--- config.mk ---
export PLATFORM = sky130hd
export DESIGN_NAME = i2c_scl_divider
export DESIGN_NICKNAME = d
export VERILOG_FILES = /design/src/rtl/i2c_scl_divider.sv
export SDC_FILE = /design/constraint.sdc
export NUM_CORES = 1
export LEC_CHECK = 0
export BUFFER_PORTS_ARGS = -buffer_cell sky130_fd_sc_hd__buf_2
export CAP_MARGIN = 0
export CORE_MARGIN = 4
export CORE_UTILIZATION = 40
export CTS_CLUSTER_DIAMETER = 30
export DETAILED_ROUTE_END_ITERATION = 10
export PLACE_DENSITY_LB_ADDON = 0.08
export SLEW_MARGIN = 20
export SYNTH_ARGS = -nofsm -noshare
export SYNTH_HDL_FRONTEND = slang
export SYNTH_SLANG_ARGS = --single-unit
export TNS_END_PERCENT = 5
--- constraint.sdc ---
create_clock -name clk -period 7.8 [get_ports clk]
set_input_delay 0 -clock clk [delete_from_list [all_inputs] [get_ports clk]]
set_output_delay 0 -clock clk [all_outputs]
set_load 0.01 [all_outputs]
--- src/rtl/i2c_scl_divider.sv ---
module i2c_scl_divider #(
  parameter int DIV_W = 12
) (
  input  logic       clk,
  input  logic       rst_n,
  input  logic       run,
  input  logic [7:0] ctrl_reg,
  input  logic [7:0] ext_reg,
  output logic       scl_high,
  output logic       scl_low,
  output logic       sample_stb,
  output logic       change_stb,
  output logic       div_bad
);
  localparam int LO_W  = 7;
  localparam int HI_W  = DIV_W - LO_W;
  localparam int CNT_W = $clog2(3 * (1 << DIV_W) + 7);

  logic             fast_q;
  logic [DIV_W-1:0] div_q;
  logic [CNT_W-1:0] cnt;

  logic [CNT_W-1:0] n, hi_len, lo_len, per, chg_pt, smp_pt;
  logic             active, last, load;

  assign n      = CNT_W'(div_q);
  assign hi_len = n + CNT_W'(2);
  assign lo_len = fast_q ? (n << 1) + CNT_W'(4) : n + CNT_W'(3);
  assign per    = lo_len + hi_len;
  assign chg_pt = lo_len >> 1;
  assign smp_pt = lo_len + (hi_len >> 1);

  assign div_bad = div_q < DIV_W'(2);
  assign active  = run && !div_bad;
  assign last    = cnt == per - CNT_W'(1);
  assign load    = !active || last;

  always_ff @(posedge clk or negedge rst_n) begin
    if (!rst_n) begin
      fast_q <= 1'b0;
      div_q  <= '0;
      cnt    <= '0;
    end else begin
      if (load) begin
        fast_q <= ctrl_reg[7];
        div_q  <= {ext_reg[HI_W-1:0], ctrl_reg[LO_W-1:0]};
      end
      if (!active || last) cnt <= '0;
      else                 cnt <= cnt + CNT_W'(1);
    end
  end

  assign scl_low    = active && (cnt < lo_len);
  assign scl_high   = !scl_low;
  assign change_stb = active && (cnt == chg_pt);
  assign sample_stb = active && (cnt == smp_pt);
endmodule


Yosys cells after proc, flatten, opt, wreduce, memory -nomap -nowiden
Cells that the tools add are included.
{"block": "totals", "reg_bits": 27, "elab_cells": 25}
{"block": "classes", "n_reduce_logical": 8, "n_mux": 2, "magnitude_cmp": 2, "n_addsub": 7, "n_eq_ne": 3}
{"op": "14-bit == test", "n": 2}
{"op": "14-bit 2-to-1 mux", "n": 2}
{"op": "12-bit by 2-bit adder with 13-bit output, second input constant", "n": 2}
{"op": "13-bit by 3-bit adder with 14-bit output, second input constant", "n": 1}
{"op": "14-bit by 1-bit adder with 14-bit output, second input constant", "n": 1}
{"op": "14-bit by 12-bit adder with 14-bit output", "n": 1}
{"op": "14-bit by 13-bit adder with 14-bit output", "n": 1}
{"op": "14-bit by 13-bit == test with 1-bit output", "n": 1}
{"op": "14-bit less-than comparator", "n": 1}
{"op": "14-bit by 1-bit subtractor with 14-bit output, second input constant", "n": 1}
{"op": "12-bit by 2-bit less-than comparator with 1-bit output, second input constant", "n": 1}
{"op": "1-bit logical AND", "n": 4}
{"op": "1-bit zero test", "n": 3}
{"op": "1-bit logical OR", "n": 1}

Depth between registers and ports, before layout
{"block": "depth", "word_depth": 7, "depth_mapped": 24, "depth_no_buf": 20}

Worst setup path after synthesis
No wires, ideal clock.
{"block": "synth_path", "kind": "register -> register", "from": "reg div_q[1]", "to": "reg div_q[10]", "setup_slack_ps": 3525, "path_stages_with_launch": 24, "arrival_time_ps": 4150, "synth_period_minus_slack_ps": 4275, "path_cell_list": "dfrtp_1 -> buf_2 -> inv_1 -> ha_1 -> nand2b_1 -> nor3_1 -> xor2_1 -> nor2_1 -> a21oi_1 -> inv_1 -> ha_1 -> inv_1 -> ha_1 -> xor2_1 -> nor2b_1 -> a21oi_1 -> o2111ai_1 -> nor3_1 -> nand3_1 -> a211oi_1 -> a41o_1 -> buf_6 -> buf_12 -> mux2_4"}
{"block": "synth_between", "elab_chain_len": 6, "word_cells_on_any_way": 12, "cone_classes": "5 x add/sub; 1 x order compare; 1 x eq/ne; 1 x mux; 4 x reduce/logical"}
{"item": "start, declared", "line": "20", "rtl": "logic [DIV_W-1:0] div_q;"}
{"item": "start signal, assigned", "line": "46", "rtl": "div_q <= {ext_reg[HI_W-1:0], ctrl_reg[LO_W-1:0]};"}
{"item": "13-bit by 3-bit adder with 14-bit output / 12-bit by 2-bit adder with 13-bit output (equally long branches)", "line": "28", "rtl": "assign lo_len = fast_q ? (n << 1) + CNT_W'(4) : n + CNT_W'(3);"}
{"item": "14-bit 2-to-1 mux", "line": "28"}
{"item": "14-bit by 13-bit adder with 14-bit output", "line": "29", "rtl": "assign per = lo_len + hi_len;"}
{"item": "14-bit by 1-bit subtractor with 14-bit output", "line": "35", "rtl": "assign last = cnt == per - CNT_W'(1);"}
{"item": "14-bit == test", "line": "35"}
{"item": "1-bit logical OR *", "line": "36", "rtl": "assign load = !active || last;"}
Every way passes the cells marked *; elsewhere a longest branch is shown, timed or not.
A chain may end at the register's enable or synchronous reset.

Worst setup path in the final report
{"block": "layout_path", "from": "reg div_q[1]", "to": "reg div_q[2]"}
The elaborated chain is that of the path after synthesis.

==> flow_summary.yaml <==
power_and_ir_drop:
  p_leak_nw: 1.90
  pwr_density_cell_mw_per_mm2: 189
  ir_drop_uv: 98.3
  power_mw: 0.819
final_layout:
  diodes: 0
  fillCellCount: 1001
  multi_input_area_mm2: 0.00304
  nNetsFinal: 571
  layout_commonest_cell: "xnor2_1"
  drive_above_1_share_pct: 10.2
  most-common-layout-cells: "52 x xnor2_1, 47 x nor2_1, 40 x inv_1"
  fin_util_pct: 43.9
  area_growth_pct: 6.14
  regArea_um2: 676
place:
  gp_congestion: 0.867
  port-buffer-count: 20
  post-dp-hpwl_um: 8030
floorplanning:
  die_w_um: 109
  die_h_um: 109
  row_count: 36
  core_area_mm2: 0.00986
  die_area_mm2: 0.0119
  ioPinCount: 24
  initial_utilization_pct: 41.3
logic_synthesis:
  avgSynthCellArea_um2: 8.10
  seq_area_frac_synth_pct: 16.6
  syn_area_mm2: 0.00408
  synth_compound_area_share_pct: 17.5
  synth-main-ff-cell: "dfrtp_1"
  synth_top_family_by_area: "XOR/XNOR gates"
  synth_fp_nets: 563
  yosysUniqueCellTypes: 67
  synthMuxAreaShare_pct: 5.28
  synth_fa_ha_area_share_pct: 13.4
  synth_cells: 503
  yosysWarnings: 0
  synth-xor-area-share_pct: 19.7
  synthArstFlopShare_pct: 100
  synth.top_cell.area_share_pct: 16.6
  synth_top_area_cell: "dfrtp_1"
  ys_ff_latch: 27
  synth_area_leaders: "dfrtp_1 17%, ha_1 12%, xnor2_1 11%, xor2_1 8.2%, nor2_1 4.3%"
  synthSimpleGateAreaFrac_pct: 18.6
  synth_edf_count: 0
cts:
  path_clk_slew_ps: 100
  cts_buffers: 3
  post_cts_buffers: 0
  cts.path.max_buffers: 2
  root_buffer: "clkbuf_8"
  cts.sinks: 27
  cts_tree: "built"
  worstSkewPairLatency_ps: 270
  h-tree-depth: 1
sta:
  slew-limit-headroom_pct: 32.8
  report.final.hold_viol_count: 0
  fmaxAchievable_mhz: 175
  post-route-period-util_pct: 73.1
  setup_viol: 0
  maxSlewViolCount: 0
  worst_slew_pin_slew_ps: 1010
  fin_worst_skew_ps: 6.17
  min_period_ps: 5700
  setup_tns_ps: 0
  grt_setup_unrepaired: "false"
worst_setup_path:
  critPathMaxFanout: 21
  arrival_ps: 5870
  cp-start-kind: "flip-flop"
  ff2ff_path_depth: 20
  worst_setup_path_end_kind: "flip-flop"
  worstPathRequired_ps: 7960
  critPathKind: "reg -> reg"
grt:
  grt_pass1_wl_um: 17100
  grt_start_max_net_pins: 30
  grt_overflow_total: 0
  grt_pass1_vias: 3433
  antenna_found_initial: 0
  grtUsageTotal_pct: 17.8
route:
  wirelength_um: 10000
  drc: 0
  drt-initial-drc-count: 160
  drtAntennaViolNets: 0
  viasPerCell: 5.37
  dr.pass1.iters: 5
  vias: 3454
  wire_per_inst_um: 15.6
job:
  max-cap-violations: 0
outcome:
  status: "completed"
worst_hold_path:
  hold_path_class: "in -> async"
layer usage:
| layer | wire [um] | global-route usage [%] | vias up |
|---|---|---|---|
| met5 | 0 | 0 | - |
| met4 | 104 | 4.15 | 0 |
| met3 | 303 | 0.829 | 8 |
| met2 | 4630 | 28.9 | 60 |
| met1 | 4960 | 26.1 | 1627 |
| li1 | - | - | 1759 |
cell families after synthesis:
| kind of cell | after synthesis |
|---|---|
| mux | 18 |
| fa+ha+maj | 43 |
| simple gates | 150 |
| xor+xnor | 91 |
| flops | 27 |
| compound gates | 101 |
| buf+inv | 73 |
sequential cells by signal (all words and copies together), names as in the netlist:
| signal | count |
|---|---|
| div_q | 12 |
| fast_q | 1 |
| cnt | 14 |
critical path, stage by stage (launching register included):
cell       delay [ps]
dfrtp_1           690
inv_1             210
ha_1              260
nand2b_1          250
nor3_1            270
xor2_1            170
nor2_1             50
a21oi_1           300
inv_1             120
ha_1              300
inv_1              40
ha_1              360
xor2_1            200
nor2b_1           180
a21oi_1           130
o2111ai_1         130
nor3_1            280
nand3_1           110
a211oi_1          240
a41o_1            880
mux2_2            410
through the flow:
step	instances	setup WS (ps)	instance area (um^2)	hold slack, ps
3_3_place_gp	625	2210	4140	56.1
3_5_place_dp	625	2180	4140	54.5
6_report	643	2100	4330	273
2_1_floorplan	503	3530	4080	-296
4_1_cts	643	2140	4330	283
5_1_grt	643	1580	4330	341
report_power, final:
part / total, mW / internal (mW) / switching [mW]
clock: 0.0807 / 0.0366 / 0.0440
combinational: 0.562 / 0.252 / 0.310
sequential: 0.176 / 0.148 / 0.0288
cells in the mapped netlist, types with 6 or more instances:
cell / instances
nor2b_1: 6
clkbuf_1: 12
xor2_1: 38
a21o_1: 9
inv_1: 40
xnor2_1: 52
nor2_1: 47
buf_2: 7
nand2_1: 30
nand3_1: 16
o31ai_1: 6
nand2b_1: 7
a31oi_1: 7
ha_1: 39
o21ai_0: 17
nor3_1: 9
a21oi_1: 19
nor4_1: 8
buf_4: 7
dfrtp_1: 27
mux2_2: 8
layout make-up:
type | count | share of cell area [%]
clock buffers | 4 | 1.04
inverters | 41 | 3.56
well taps | 133 | 3.85
repair buffers | 35 | 5.73
multi-input cells | 403 | 70.2
flip-flops and latches | 27 | 15.6
path summary, 6_finish.rpt:
kind	startpoint	end	slack, ps
max in group asynchronous	rst_n	cnt[4]$_DFF_PN0_	7100
hold / removal	rst_n	div_q[8]$_DFFE_PN0P_	270
setup reg to reg	div_q[1]$_DFFE_PN0P_	div_q[2]$_DFFE_PN0P_	2100
hold reg to reg	cnt[5]$_DFF_PN0_	cnt[5]$_DFF_PN0_	690
setup / recovery	div_q[1]$_DFFE_PN0P_	div_q[2]$_DFFE_PN0P_	2100
min in group clk	ext_reg[4]	div_q[11]$_DFFE_PN0P_	480
timing repair:
item	4_1_cts	5_1_grt
hold endpoints to repair	40	0
setup endpoints to repair	0	0
resized for setup	0	0
hold buffers	14	0
Power figures use the tool's default switching activity.
